==> config.mk <==
export PLATFORM = sky130hd
export DESIGN_NAME = intf_flag_ctrl
export DESIGN_NICKNAME = d
export VERILOG_FILES = /design/src/rtl/intf_flag_pkg.sv /design/src/rtl/intf_flag_ctl.sv /design/src/rtl/intf_flag_dp.sv /design/src/rtl/intf_flag_ctrl.sv
export SDC_FILE = /design/constraint.sdc
export NUM_CORES = 1
export LEC_CHECK = 0
export BUFFER_PORTS_ARGS = -buffer_cell sky130_fd_sc_hd__buf_2
export CAP_MARGIN = 20
export CORE_AREA = 2 2 39 41
export CTS_CLUSTER_DIAMETER = 150
export DETAILED_ROUTE_END_ITERATION = 12
export DIE_AREA = 0 0 41 43
export GPL_ROUTABILITY_DRIVEN = 0
export HOLD_SLACK_MARGIN = 0.06
export SYNTH_ARGS = -nofsm -noshare
export SYNTH_HDL_FRONTEND = slang
export SYNTH_SLANG_ARGS = --single-unit
export TNS_END_PERCENT = 1
==> constraint.sdc <==
create_clock -name clk -period 1.52 [get_ports clk]
set_input_delay 0.456 -clock clk [delete_from_list [all_inputs] [get_ports clk]]
set_output_delay 0.456 -clock clk [all_outputs]
set_load 0.1 [all_outputs]
==> src/rtl/intf_flag_pkg.sv <==
package intf_flag_pkg;
  typedef struct packed {
    logic ieWrite;
    logic ieVal;
    logic rfWrite;
    logic rfVal;
    logic fault;
    logic accept;
    logic debug;
    logic errCode;
  } flagStrobe_t;
endpackage

==> src/rtl/intf_flag_ctl.sv <==
module intf_flag_ctl
  import intf_flag_pkg::*;
#(
  parameter int PRIV_W   = 2,
  parameter bit CLR_WINS = 1'b1
) (
  input  logic              clk,
  input  logic              rst,
  input  logic [PRIV_W-1:0] curPriv,
  input  logic [PRIV_W-1:0] ioPriv,
  input  logic              setEnReq,
  input  logic              clrEnReq,
  input  logic              flagLoadReq,
  input  logic              loadIeVal,
  input  logic              loadRfVal,
  input  logic              dispatchReq,
  input  logic              dispatchTrap,
  input  logic              dispatchErr,
  input  logic              dispatchFromPin,
  input  logic              extIrq,
  input  logic              instrBoundary,
  input  logic              bkptHit,
  input  logic              ieFlag,
  input  logic              rfFlag,
  output flagStrobe_t       strobe
);
  logic privOk;
  logic editReq;
  logic editVal;
  logic intGateClr;
  logic suppressed;

  assign privOk     = (curPriv <= ioPriv);
  assign editReq    = setEnReq | clrEnReq;
  assign intGateClr = dispatchReq & ~dispatchTrap;
  assign suppressed = bkptHit & rfFlag;

  generate
    if (CLR_WINS) begin : g_clrWins
      assign editVal = setEnReq & ~clrEnReq;
    end else begin : g_setWins
      assign editVal = setEnReq;
    end
  endgenerate

  always_comb begin
    strobe = '0;
    strobe.fault = editReq & ~privOk;
    if (intGateClr) begin
      strobe.ieWrite = 1'b1;
      strobe.ieVal   = 1'b0;
    end else if (flagLoadReq) begin
      strobe.ieWrite = 1'b1;
      strobe.ieVal   = loadIeVal;
    end else if (editReq && privOk) begin
      strobe.ieWrite = 1'b1;
      strobe.ieVal   = editVal;
    end
    if (flagLoadReq) begin
      strobe.rfWrite = 1'b1;
      strobe.rfVal   = loadRfVal;
    end else if (instrBoundary && !suppressed) begin
      strobe.rfWrite = 1'b1;
      strobe.rfVal   = 1'b0;
    end
    strobe.accept  = instrBoundary & extIrq & ieFlag;
    strobe.debug   = bkptHit & ~rfFlag;
    strobe.errCode = dispatchReq & dispatchErr & ~dispatchFromPin;
  end


  priv_block_chk: assert property (@(posedge clk) disable iff (rst)
    (editReq && !privOk && !dispatchReq && !flagLoadReq) |=> (ieFlag == $past(ieFlag)));


  set_legal_chk: assert property (@(posedge clk) disable iff (rst)
    (setEnReq && !clrEnReq && privOk && !dispatchReq && !flagLoadReq) |=> ieFlag);


  int_gate_clr_chk: assert property (@(posedge clk) disable iff (rst)
    (dispatchReq && !dispatchTrap) |=> !ieFlag);
endmodule

==> src/rtl/intf_flag_dp.sv <==
module intf_flag_dp
  import intf_flag_pkg::*;
(
  input  logic        clk,
  input  logic        rst,
  input  flagStrobe_t strobe,
  output logic        ieFlag,
  output logic        rfFlag,
  output logic        gpFault,
  output logic        irqAccept,
  output logic        errCodeValid,
  output logic        dbgExc
);
  always_ff @(posedge clk) begin
    if (rst) begin
      ieFlag       <= 1'b0;
      rfFlag       <= 1'b0;
      gpFault      <= 1'b0;
      irqAccept    <= 1'b0;
      errCodeValid <= 1'b0;
      dbgExc       <= 1'b0;
    end else begin
      if (strobe.ieWrite) ieFlag <= strobe.ieVal;
      if (strobe.rfWrite) rfFlag <= strobe.rfVal;
      gpFault      <= strobe.fault;
      irqAccept    <= strobe.accept;
      errCodeValid <= strobe.errCode;
      dbgExc       <= strobe.debug;
    end
  end


  rf_rise_src_chk: assert property (@(posedge clk) disable iff (rst)
    $rose(rfFlag) |-> $past(strobe.rfWrite && strobe.rfVal));
endmodule

==> src/rtl/intf_flag_ctrl.sv <==
module intf_flag_ctrl
  import intf_flag_pkg::*;
#(
  parameter int PRIV_W   = 2,
  parameter bit CLR_WINS = 1'b1
) (
  input  logic              clk,
  input  logic              rst,
  input  logic [PRIV_W-1:0] curPriv,
  input  logic [PRIV_W-1:0] ioPriv,
  input  logic              setEnReq,
  input  logic              clrEnReq,
  input  logic              flagLoadReq,
  input  logic              loadIeVal,
  input  logic              loadRfVal,
  input  logic              dispatchReq,
  input  logic              dispatchTrap,
  input  logic              dispatchErr,
  input  logic              dispatchFromPin,
  input  logic              extIrq,
  input  logic              instrBoundary,
  input  logic              bkptHit,
  output logic              ieFlag,
  output logic              rfFlag,
  output logic              gpFault,
  output logic              irqAccept,
  output logic              errCodeValid,
  output logic              dbgExc
);
  flagStrobe_t strobe;

  intf_flag_ctl #(.PRIV_W(PRIV_W), .CLR_WINS(CLR_WINS)) u_ctl (
    .clk(clk), .rst(rst), .curPriv(curPriv), .ioPriv(ioPriv),
    .setEnReq(setEnReq), .clrEnReq(clrEnReq), .flagLoadReq(flagLoadReq),
    .loadIeVal(loadIeVal), .loadRfVal(loadRfVal), .dispatchReq(dispatchReq),
    .dispatchTrap(dispatchTrap), .dispatchErr(dispatchErr),
    .dispatchFromPin(dispatchFromPin), .extIrq(extIrq),
    .instrBoundary(instrBoundary), .bkptHit(bkptHit),
    .ieFlag(ieFlag), .rfFlag(rfFlag), .strobe(strobe)
  );

  intf_flag_dp u_dp (
    .clk(clk), .rst(rst), .strobe(strobe),
    .ieFlag(ieFlag), .rfFlag(rfFlag), .gpFault(gpFault),
    .irqAccept(irqAccept), .errCodeValid(errCodeValid), .dbgExc(dbgExc)
  );


  irq_masked_chk: assert property (@(posedge clk) disable iff (rst)
    (instrBoundary && extIrq && !ieFlag) |=> !irqAccept);


  bkpt_suppress_chk: assert property (@(posedge clk) disable iff (rst)
    (bkptHit && rfFlag) |=> !dbgExc);


  pin_no_errcode_chk: assert property (@(posedge clk) disable iff (rst)
    (dispatchReq && dispatchFromPin) |=> !errCodeValid);
endmodule

==> results.txt, run 1 <==
----------------------------------------------------
[Setup path]
  Register-to-register setup slack ... 780 ps
  Crit path cell chain ... buf_2
  Cell with the largest stage delay on the worst path ... sky130_fd_sc_hd__buf_2
  Largest incremental delay on the critical path ... 420 ps
  Data required time of the critical path ... 1060 ps
  Worst setup EP type ... output pin
  Crit Reg-Reg Endpoint ... u_dp.ieFlag
  WP data arrival ... 960 ps
  Number of buffers and inverters on the critical path ... 1
  FF-to-FF path depth ... 2
  Maximum net fanout on the critical path ... 1
  Top cell family by delay on the critical path ... buffers and inverters
  R2R Path Start ... u_dp.ieFlag
  Crit path kind ... flip-flop to output pin
  Startpoint kind of the worst setup timing path ... flip-flop

[Timing]
  Unrepaired setup endpoints after global routing ... no
  Final critical-path setup slack ... 104 ps
  FMAX ... 0.706 GHz
  Setup clock skew after layout ... 0.0451 ps
  Setup_tns ... 0 ps
  Final period demand of the worst path ... 1420 ps
  Slew at the pin with the worst max-slew slack ... 485 ps
  Total of endpoints with negative setup slack in the final report ... 0
  Total count of hold-check failures in the final report ... 0
  Worst hold slack ... 371 ps
  Final critical-path share of the clock period ... 93.1%
  Relative slew slack ... 67.9%
  Number of max-slew violations in the final report ... 0

[Die]
  Starting density of the core ... 19.3%
  Number of primary I/O pins ... 24
  Area enclosed by the die boundary ... 1760 sq um
  Width of the die ... 41 um
  Number of placement rows ... 14
  Overall die height ... 43 um
  Area inside the core boundary ... 1380 sq um

[Power and ir drop]
  Lkg Pwr ... 0.243 nW
  Maximum VDD drop ... 0.274 mV
  Power per cell area ... 998 nW/um^2
  Post-layout total power ... 0.455 mW

[Logic synthesis]
  Biggest area contributors in the synthesized netlist ... sky130_fd_sc_hd__dfxtp_1 (45%), sky130_fd_sc_hd__ha_1 (9.3%), sky130_fd_sc_hd__inv_1 (7.0%)
  Share of the synthesized area in the top cell type ... 44.9%
  Number of register bits inferred by synthesis ... 6
  Total nets after synthesis ... 50
  Total of warnings raised by yosys ... 0
  Post-synthesis cell type count ... 14
  Register area share after synthesis ... 44.9%
  Top cell type by total area after synthesis ... sky130_fd_sc_hd__dfxtp_1
  Synthesized instance count ... 30
  Mean cell area of the mapped netlist ... 8.93 sq um
  Total standard cell area after synthesis ... 268 sq um

[CTS]
  Inserted Clock Buffers ... 3
  Clock-pin transition on the worst setup and hold timing paths ... 40 ps
  Maximum number of buffers from clock root to sink ... 2
  CTS tree ... built
  Source-to-sink clock delay at the later pin of the worst-skew pair ... 240 ps
  CTS root buf ... sky130_fd_sc_hd__clkbuf_4
  Total setup buffers inserted after CTS ... 0
  Post-cts resize count ... 0
  Number of clock sinks seen by CTS ... 6
  CTS Hold Buffers Added ... 0
  Htree depth ... 1

[Placement]
  Number of cells after detailed placement ... 69
  Placement Setup Slack ... -10.7 ps
  Port Buf Inserts ... 23

[Outcome]
  Outcome ... completed

[Drt]
  Number of detailed-route iterations in the first pass ... 2
  Number of DRC violations after detailed-routing iteration 0 ... 3
  Remaining antenna violation count ... 0
  Via total after detailed routing ... 303
  Routed WL per cell ... 9.44 um
  Drt via density ... 4.21
  Drt drc ... 0
  Routed Wire Length ... 680 um

[Global routing]
  Global-route wire length before repair ... 1.02 mm
  Final global-route overflow total ... 0
  Pin count of the biggest net entering global routing ... 7
  Global-route usage over all layers ... 9.44%
  Vias in the first global route ... 290
  Initial antenna violation count ... 0

[Finish]
  Final Net Count ... 78
  Area growth from synthesis to final layout ... 70.1%
  Number of antenna repair diodes ... 0
  Post-Layout Cell Count ... 72
  Area occupied by registers ... 120 sq um
  Area used by multi-input combinational logic ... 129 sq um
  Fraction of final layout cells sized beyond drive strength 1 ... 50.0%
  Fill cell count ... 150

[Run]
  Max cap viols ... 0

[Hold path]
  Worst hold stages ... 2
  Hold wc startpoint ... dispatchFromPin
  Tightest Hold Check Type ... input port to flip-flop
  Terminating pin of the worst hold path ... u_dp.errCodeValid

----------------------------------------------------
[kinds of logic after synthesis]
kind of cell	synth area share, %
AND/OR/NAND/NOR	22.0
AO/OA/AOI/OAI	16.8
flip-flops	44.9
buffers and inverters	7.01
adder cells (fa/ha/maj)	9.34
[where the power goes]
part / switching [mW] / internal (mW)
registers: 0.00550 / 0.166
clock network: 0.0544 / 0.0891
logic: 0.0900 / 0.0494
total: 0.150 / 0.305
[per-layer routing]
layer  wire length (um)  GRT usage, %  vias to the layer above
met5                  0             0                        -
li1                   -             -                      157
met4                  0          8.00                        0
met1                265          10.9                      127
met2                315          12.2                       19
met3                 98          4.71                        0
[through the flow]
stage / utilization (%) / cell area [sq um]
after floorplan: - / 268
after global placement: 31.3 / 433
after detailed placement: 31.3 / 433
after CTS: 32.9 / 455
after global routing: 32.9 / 455
final: 32.9 / 455
[sequential cells by signal, indices dropped and copies added (netlist names)]
signal and cells:
u_dp.rfFlag 1, u_dp.dbgExc 1, u_dp.errCodeValid 1, u_dp.irqAccept 1, u_dp.ieFlag 1, u_dp.gpFault 1
[cell usage after synthesis]
| cell type | n |
|---|---|
| sky130_fd_sc_hd__a211oi_1 | 1 |
| sky130_fd_sc_hd__o22ai_1 | 1 |
| sky130_fd_sc_hd__o21ai_2 | 1 |
| sky130_fd_sc_hd__ha_1 | 2 |
| sky130_fd_sc_hd__nor3b_1 | 1 |
| sky130_fd_sc_hd__dfxtp_1 | 6 |
| sky130_fd_sc_hd__o211ai_1 | 1 |
| sky130_fd_sc_hd__inv_1 | 5 |
| sky130_fd_sc_hd__a311o_1 | 1 |
| sky130_fd_sc_hd__nor3_1 | 3 |
| sky130_fd_sc_hd__nand2_1 | 4 |
| sky130_fd_sc_hd__nor2b_4 | 1 |
| sky130_fd_sc_hd__nor2_1 | 2 |
| sky130_fd_sc_hd__a21oi_1 | 1 |
[final cells by class]
class | instances | share of cell area [%]
inverter | 5 | 4.12
clock buffer | 3 | 4.95
tap | 16 | 4.40
sequential | 6 | 26.4
timing repair buffer | 23 | 31.9
multi-input combinational | 19 | 28.3
[placed cells by master (no fill, tap or decap), drive strengths merged]
cell,Yosys,final
nand2,4,4
nor3,3,3
nor2,2,2
clkbuf,0,3
nor2b,1,1
a211oi,1,1
buf,0,23
o211ai,1,1
dfxtp,6,6
ha,2,2
nor3b,1,1
inv,5,5
a21oi,1,1
o22ai,1,1
o21ai,1,1
a311o,1,1
[worst max path at each step]
stage                       from     endpoint  slack, ps  cells after the start
detailed placement    curPriv[1]  u_dp.ieFlag        -10                      6
global placement      curPriv[1]  u_dp.ieFlag         10                      6
global route        u_dp.gpFault      gpFault         60                      1
CTS                 u_dp.gpFault      gpFault         90                      1
floorplan              ioPriv[1]  u_dp.ieFlag        120                      6
finish              u_dp.gpFault      gpFault        100                      1
(Power assumes the default switching activity.)
==> inputs of run 2 (changes only) <==
- MAX_ROUTING_LAYER: default -> met4
==> results.txt, run 2 (synthesis gave the netlist of run 1 again) <==
----------------------------------------------------
[Outcome]
  Outcome ... completed (unchanged)

[Global routing]
  Pin count of the biggest net entering global routing ... 7 (unchanged)
  Final global-route overflow total ... 0 (unchanged)
  Initial antenna violation count ... 0 (unchanged)
  Global-route usage over all layers ... 9.67% (was 9.44%)
  Global-route wire length before repair ... 1.02 mm (unchanged)
  Vias in the first global route ... 289 (was 290)

[Timing]
  Total of endpoints with negative setup slack in the final report ... 0 (unchanged)
  Setup clock skew after layout ... 0.0451 ps (unchanged)
  Number of max-slew violations in the final report ... 0 (unchanged)
  Slew at the pin with the worst max-slew slack ... 485 ps (about the same)
  Final critical-path setup slack ... 104 ps (about the same)
  Unrepaired setup endpoints after global routing ... no (unchanged)
  Total count of hold-check failures in the final report ... 0 (unchanged)
  Worst hold slack ... 371 ps (about the same)
  FMAX ... 0.706 GHz (about the same)
  Final period demand of the worst path ... 1420 ps (about the same)
  Relative slew slack ... 67.9% (about the same)
  Final critical-path share of the clock period ... 93.1% (about the same)

[Drt]
  Routed WL per cell ... 9.44 um (unchanged)
  Remaining antenna violation count ... 0 (unchanged)
  Number of detailed-route iterations in the first pass ... 2 (unchanged)
  Drt drc ... 0 (unchanged)
  Via total after detailed routing ... 303 (unchanged)
  Routed Wire Length ... 680 um (unchanged)
  Drt via density ... 4.21 (unchanged)
  Number of DRC violations after detailed-routing iteration 0 ... 3 (unchanged)

[Setup path]
  Startpoint kind of the worst setup timing path ... flip-flop (unchanged)
  Worst setup EP type ... output pin (unchanged)
  Critical path capture point ... gpFault (unchanged)
  Register-to-register setup slack ... 780 ps (about the same)
  R2R Path Start ... u_dp.ieFlag (unchanged)
  Path length in cells of the critical path ... 1 (unchanged)
  Largest incremental delay on the critical path ... 420 ps (about the same)
  Cell with the largest stage delay on the worst path ... sky130_fd_sc_hd__buf_2 (unchanged)
  Maximum net fanout on the critical path ... 1 (unchanged)
  Data required time of the critical path ... 1060 ps (about the same)
  Crit Reg-Reg Endpoint ... u_dp.ieFlag (unchanged)
  Number of buffers and inverters on the critical path ... 1 (unchanged)
  Crit path cell chain ... buf_2 (unchanged)
  Critical path startpoint ... u_dp.gpFault (unchanged)
  Top cell family by delay on the critical path ... buffers and inverters (unchanged)
  WP data arrival ... 960 ps (about the same)
  Crit path kind ... flip-flop to output pin (unchanged)
  FF-to-FF path depth ... 2 (unchanged)

[Die]
  Overall die height ... 43 um (unchanged)
  Area inside the core boundary ... 1380 sq um (unchanged)
  Number of primary I/O pins ... 24 (unchanged)
  Area enclosed by the die boundary ... 1760 sq um (unchanged)
  Number of placement rows ... 14 (unchanged)
  Width of the die ... 41 um (unchanged)
  Starting density of the core ... 19.3% (unchanged)

[CTS]
  Number of clock sinks seen by CTS ... 6 (unchanged)
  Maximum number of buffers from clock root to sink ... 2 (unchanged)
  Post-cts resize count ... 0 (unchanged)
  Total setup buffers inserted after CTS ... 0 (unchanged)
  Clock-pin transition on the worst setup and hold timing paths ... 40 ps (about the same)
  Htree depth ... 1 (unchanged)
  CTS root buf ... sky130_fd_sc_hd__clkbuf_4 (unchanged)
  CTS tree ... built (unchanged)
  Inserted Clock Buffers ... 3 (unchanged)
  CTS Hold Buffers Added ... 0 (unchanged)
  Source-to-sink clock delay at the later pin of the worst-skew pair ... 240 ps (about the same)

[Placement]
  Port Buf Inserts ... 23 (unchanged)
  Number of cells after detailed placement ... 69 (unchanged)
  Placement Setup Slack ... -10.7 ps (unchanged)
  Placement Cell Area ... 433 sq um (unchanged)

[Finish]
  Core utilization of the finished layout ... 32.9% (unchanged)
  Fill cell count ... 150 (unchanged)
  Most frequent cells in the layout ... sky130_fd_sc_hd__buf_2 (21), sky130_fd_sc_hd__dfxtp_1 (6), sky130_fd_sc_hd__inv_1 (5), sky130_fd_sc_hd__nand2_1 (4) (unchanged)
  Final Net Count ... 78 (unchanged)
  Most common cell after layout, fill and taps aside ... sky130_fd_sc_hd__buf_2 (unchanged)
  Post-Layout Cell Count ... 72 (unchanged)
  Number of antenna repair diodes ... 0 (unchanged)
  Final Cell Area ... 455 sq um (unchanged)
  Area growth from synthesis to final layout ... 70.1% (unchanged)
  Fraction of final layout cells sized beyond drive strength 1 ... 50.0% (unchanged)

[Power and ir drop]
  Lkg Pwr ... 0.243 nW (unchanged)
  Power per cell area ... 998 nW/um^2 (about the same)
  Maximum VDD drop ... 0.274 mV (about the same)

[Hold path]
  Tightest Hold Check Type ... input port to flip-flop (unchanged)

[Run]
  Max cap viols ... 0 (unchanged)

----------------------------------------------------
-- run 2: cell counts in the layout (fill, tap and decap cells not counted) --
Identical to the previous run, type by type.
-- run 2: area by class of cell --
class | count | area (sq um) | share of cell area [%]
timing repair buffer | 23 | 145 | 31.9
tap | 16 | 20.0 | 4.40
multi-input combinational | 19 | 129 | 28.3
inverter | 5 | 18.8 | 4.12
clock buffer | 3 | 22.5 | 4.95
sequential | 6 | 120 | 26.4
-- run 2: worst min-delay path by stage --
| stage | cells past startpoint | endpoint | from | slack, ps |
|---|---|---|---|---|
| floorplan | 1 | u_dp.rfFlag | rst | 530 |
| global placement | 1 | u_dp.dbgExc | u_dp.rfFlag | 490 |
| detailed placement | 1 | u_dp.dbgExc | u_dp.rfFlag | 500 |
| CTS | 2 | u_dp.errCodeValid | dispatchFromPin | 360 |
| global route | 2 | u_dp.errCodeValid | dispatchFromPin | 360 |
| finish | 2 | u_dp.errCodeValid | dispatchFromPin | 370 |
-- run 2: per-layer routing --
metal  routed length [um]  vias to the layer above  GRT usage (%)
li1                     -                      157              -
met1                  265                      127           10.9
met2                  314                       19           12.2
met3                   99                        0           4.71
met4                    0                        0           8.00
met5                    0                        -              -
-- run 2: where the power goes --
part | total (mW) | leakage, nW | switching [mW] | internal (mW)
clock network | 0.144 | 0.0138 | 0.0544 | 0.0891
logic | 0.139 | 0.180 | 0.0900 | 0.0494
registers | 0.172 | 0.0493 | 0.00550 | 0.166
total | 0.455 | 0.243 | 0.150 | 0.305
-- run 2: per-stage QoR --
stage          TNS [ps]  total power, mW
6_report              0            0.455
5_1_grt               0            0.487
4_1_cts               0            0.467
3_5_place_dp      -10.7            0.315
3_3_place_gp          0            0.312
2_1_floorplan         0            0.264
==> inputs of run 3 (changes only) <==
- SYNTH_HIERARCHICAL: default -> 1
==> results.txt, run 3 <==
----------------------------------------------------
[Outcome]
  Outcome ... completed (unchanged)

[Logic synthesis]
  Post-synthesis cell type count ... 15 (was 14)
  Main synth FF type ... sky130_fd_sc_hd__dfxtp_1 (unchanged)
  Share of the synthesized area in the top cell type ... 37.5% (was 44.9%)
  Most common cell in the synthesized netlist ... sky130_fd_sc_hd__nor2b_1 (was sky130_fd_sc_hd__dfxtp_1)
  Mean cell area of the mapped netlist ... 9.15 sq um (was 8.93 sq um)
  Proportion of register bits with asynchronous set or reset after synthesis ... 0% (unchanged)
  Top cell type by total area after synthesis ... sky130_fd_sc_hd__dfxtp_1 (unchanged)
  Register area share after synthesis ... 37.5% (was 44.9%)
  Total standard cell area after synthesis ... 320 sq um (was 268 sq um)
  Number of register bits inferred by synthesis ... 6 (unchanged)
  Number of enable-type register cells in the synthesized netlist ... 0 (unchanged)
  Synthesized instance count ... 35 (was 30)
  Total nets after synthesis ... 55 (was 50)
  Biggest area contributors in the synthesized netlist ... sky130_fd_sc_hd__dfxtp_1 (38%), sky130_fd_sc_hd__nor2b_1 (14%), sky130_fd_sc_hd__ha_1 (7.8%) (was sky130_fd_sc_hd__dfxtp_1 (45%), sky130_fd_sc_hd__ha_1 (9.3%), sky130_fd_sc_hd__inv_1 (7.0%))
  Total of warnings raised by yosys ... 6 (was 0)
  List of most frequent post-synthesis cells ... sky130_fd_sc_hd__nor2b_1 (7), sky130_fd_sc_hd__dfxtp_1 (6), sky130_fd_sc_hd__nor2_1 (5), sky130_fd_sc_hd__nand2_1 (3) (was sky130_fd_sc_hd__dfxtp_1 (6), sky130_fd_sc_hd__inv_1 (5), sky130_fd_sc_hd__nand2_1 (4), sky130_fd_sc_hd__nor3_1 (3))

[Timing]
  FMAX ... 0.694 GHz (was 0.706 GHz)
  Final critical-path share of the clock period ... 94.8% (was 93.1%)
  Slew at the pin with the worst max-slew slack ... 484 ps (was 485 ps)
  Setup clock skew after layout ... 0.0358 ps (was 0.0451 ps)
  Relative slew slack ... 68.0% (was 67.9%)
  Final period demand of the worst path ... 1440 ps (was 1420 ps)
  Unrepaired setup endpoints after global routing ... no (unchanged)
  Total count of hold-check failures in the final report ... 0 (unchanged)
  Number of max-slew violations in the final report ... 0 (unchanged)
  Total of endpoints with negative setup slack in the final report ... 0 (unchanged)

[CTS]
  CTS root buf ... sky130_fd_sc_hd__clkbuf_4 (unchanged)
  Htree depth ... 1 (unchanged)
  Number of clock sinks seen by CTS ... 6 (unchanged)
  Maximum number of buffers from clock root to sink ... 2 (unchanged)
  Post-cts resize count ... 0 (unchanged)
  Total setup buffers inserted after CTS ... 0 (unchanged)
  CTS Hold Buffers Added ... 0 (unchanged)
  CTS tree ... built (unchanged)
  Source-to-sink clock delay at the later pin of the worst-skew pair ... 240 ps (about the same)
  Inserted Clock Buffers ... 3 (unchanged)
  Clock-pin transition on the worst setup and hold timing paths ... 50 ps (was 40 ps)

[Hold path]
  Hold wc startpoint ... rst (was dispatchFromPin)
  Worst hold stages ... 2 (unchanged)
  Terminating pin of the worst hold path ... u_dp/rfFlag (was u_dp.errCodeValid)
  Tightest Hold Check Type ... input port to flip-flop (unchanged)

[Setup path]
  Crit path kind ... input port to flip-flop (was flip-flop to output pin)
  Data required time of the critical path ... 1650 ps (was 1060 ps)
  R2R Path Start ... u_dp/rfFlag (was u_dp.ieFlag)
  Maximum net fanout on the critical path ... 3 (was 1)
  Largest incremental delay on the critical path ... 300 ps (was 420 ps)
  Startpoint kind of the worst setup timing path ... input port (was flip-flop)
  Cell with the largest stage delay on the worst path ... sky130_fd_sc_hd__ha_1 (was sky130_fd_sc_hd__buf_2)
  Worst setup EP type ... flip-flop (was output pin)
  Register-to-register setup slack ... 610 ps (was 780 ps)
  Crit Reg-Reg Endpoint ... u_dp/rfFlag (was u_dp.ieFlag)
  WP data arrival ... 1570 ps (was 960 ps)
  Top cell family by delay on the critical path ... compound AO/OA/AOI/OAI gates (was buffers and inverters)
  Crit path cell chain ... buf_2 -> ha_1 -> nor2b_1 -> a2bb2oi_2 -> o21ai_1 -> mux2i_1 -> nor2_1 (was buf_2)
  FF-to-FF path depth ... 4 (was 2)
  Number of buffers and inverters on the critical path ... 1 (unchanged)

[Die]
  Area enclosed by the die boundary ... 1760 sq um (unchanged)
  Area inside the core boundary ... 1380 sq um (unchanged)
  Starting density of the core ... 23.1% (was 19.3%)
  Number of primary I/O pins ... 24 (unchanged)
  Width of the die ... 41 um (unchanged)
  Overall die height ... 43 um (unchanged)
  Number of placement rows ... 14 (unchanged)

[Drt]
  Remaining antenna violation count ... 0 (unchanged)
  Drt via density ... 4.19 (was 4.21)
  Routed Wire Length ... 708 um (was 680 um)
  Routed WL per cell ... 9.19 um (was 9.44 um)
  Number of DRC violations after detailed-routing iteration 0 ... 1 (was 3)
  Via total after detailed routing ... 323 (was 303)
  Drt drc ... 0 (unchanged)
  Number of detailed-route iterations in the first pass ... 4 (was 2)

[Power and ir drop]
  Clock power frac ... 31.8% (was 31.6%)
  Share of power burned in combinational logic ... 31.2% (was 30.7%)
  Power per cell area ... 896 nW/um^2 (was 998 nW/um^2)
  Share of total power in sequential cells ... 37.0% (was 37.8%)
  Sw Ratio ... 32.5% (was 33.0%)
  Post-layout total power ... 0.462 mW (was 0.455 mW)
  Cell internal power dissipation ... 0.312 mW (was 0.305 mW)
  Maximum VDD drop ... 0.201 mV (was 0.274 mV)
  Lkg Pwr ... 0.275 nW (was 0.243 nW)
  NetSw ... 0.150 mW (about the same)

[Global routing]
  Global-route met1 utilization ... 8.36% (was 10.9%)
  Pin count of the biggest net entering global routing ... 7 (unchanged)
  GR met2 Demand/Resource ... 13.1% (was 12.2%)
  Vias in the first global route ... 268 (was 289)
  Most crowded layer after global routing ... met2 (unchanged)
  Global-route wire length before repair ... 959 um (was 1.02 mm)
  Initial antenna violation count ... 0 (unchanged)
  Final global-route overflow total ... 0 (unchanged)
  Routing usage on met3 ... 1.57% (was 4.71%)
  Global-route usage over all layers ... 8.54% (was 9.67%)

[Finish]
  Number of antenna repair diodes ... 0 (unchanged)
  Final Net Count ... 83 (was 78)
  Final Cell Area ... 515 sq um (was 455 sq um)
  Most frequent cells in the layout ... sky130_fd_sc_hd__buf_2 (21), sky130_fd_sc_hd__nor2b_1 (7), sky130_fd_sc_hd__nor2_1 (5), sky130_fd_sc_hd__dfxtp_1 (5) (was sky130_fd_sc_hd__buf_2 (21), sky130_fd_sc_hd__dfxtp_1 (6), sky130_fd_sc_hd__inv_1 (5), sky130_fd_sc_hd__nand2_1 (4))
  Area growth from synthesis to final layout ... 60.9% (was 70.1%)
  Most common cell after layout, fill and taps aside ... sky130_fd_sc_hd__buf_2 (unchanged)
  Fraction of final layout cells sized beyond drive strength 1 ... 50.8% (was 50.0%)

[Run]
  Max cap viols ... 0 (unchanged)

[Placement]
  Port Buf Inserts ... 23 (unchanged)
  DPL Wire Length ... 588 um
  Placement Cell Area ... 487 sq um (was 433 sq um)

----------------------------------------------------
-- run 3: changes by cell type in the layout (fill, tap and decap cells not counted), moves of 2 or more --
| cell | before | now |
|---|---|---|
| sky130_fd_sc_hd__nor2_1 | 2 | 5 |
| sky130_fd_sc_hd__inv_1 | 5 | 2 |
| sky130_fd_sc_hd__nor2b_1 | 0 | 7 |
| sky130_fd_sc_hd__nor3_1 | 3 | 0 |
| sky130_fd_sc_hd__mux2i_1 | 0 | 2 |
-- run 3: per-layer routing --
| metal | part of all wire, % | wire [um] |
|---|---|---|
| met5 | 0 | 0 |
| met3 | 10 | 74 |
| met2 | 52 | 366 |
| met1 | 38 | 267 |
| met4 | 0 | 0 |
-- run 3: cells by family (layout without fill, tap and decap cells) --
group	after synthesis	count (layout)	synth area share, %
AND/OR/NAND/NOR	19	19	35.5
flip-flops	6	6	37.5
AO/OA/AOI/OAI	4	4	10.5
adder cells (fa/ha/maj)	2	2	7.81
multiplexers	2	2	6.25
buffers and inverters	2	28	2.34
-- run 3: final cells by class --
type / instances / area (sq um)
clock buffer: 3 / 22.5
timing repair buffer: 23 / 145
fill: 154 / 868
tap: 16 / 20.0
multi-input combinational: 27 / 199
inverter: 2 / 7.51
sequential: 6 / 121
-- run 3: how the worst max path moves through the flow --
stage | startpoint | to | slack, ps | depth (start not counted)
floorplan | ioPriv[1] | u_dp/ieFlag | -5 | 7
global placement | curPriv[1] | u_dp/ieFlag | -180 | 7
finish | curPriv[1] | u_dp/ieFlag | 80 | 7
global route | curPriv[1] | u_dp/ieFlag | 20 | 7
detailed placement | curPriv[1] | u_dp/ieFlag | -210 | 7
CTS | curPriv[1] | u_dp/ieFlag | 40 | 7
-- run 3: power by group through the flow --
stage | registers [mW] | clock network [mW] | logic (mW)
2_1_floorplan | 0.227 | 0 | 0.0386
3_3_place_gp | 0.173 | 0 | 0.139
3_5_place_dp | 0.174 | 0 | 0.141
4_1_cts | 0.171 | 0.153 | 0.142
5_1_grt | 0.172 | 0.160 | 0.154
6_report | 0.171 | 0.147 | 0.144
-- run 3: through the flow --
| step | worst slack (ps) | utilization (%) | setup TNS [ps] | instances | hold slack (ps) |
|---|---|---|---|---|---|
| floorplan | -4.98 | - | -4.98 | 35 | 521 |
| global placement | -182 | 35.2 | -253 | 74 | 540 |
| detailed placement | -207 | 35.2 | -315 | 74 | 549 |
| CTS | 44.4 | 36.8 | 0 | 77 | 446 |
| global route | 19.7 | 37.3 | 0 | 77 | 451 |
| finish | 79.0 | 37.3 | 0 | 77 | 447 |
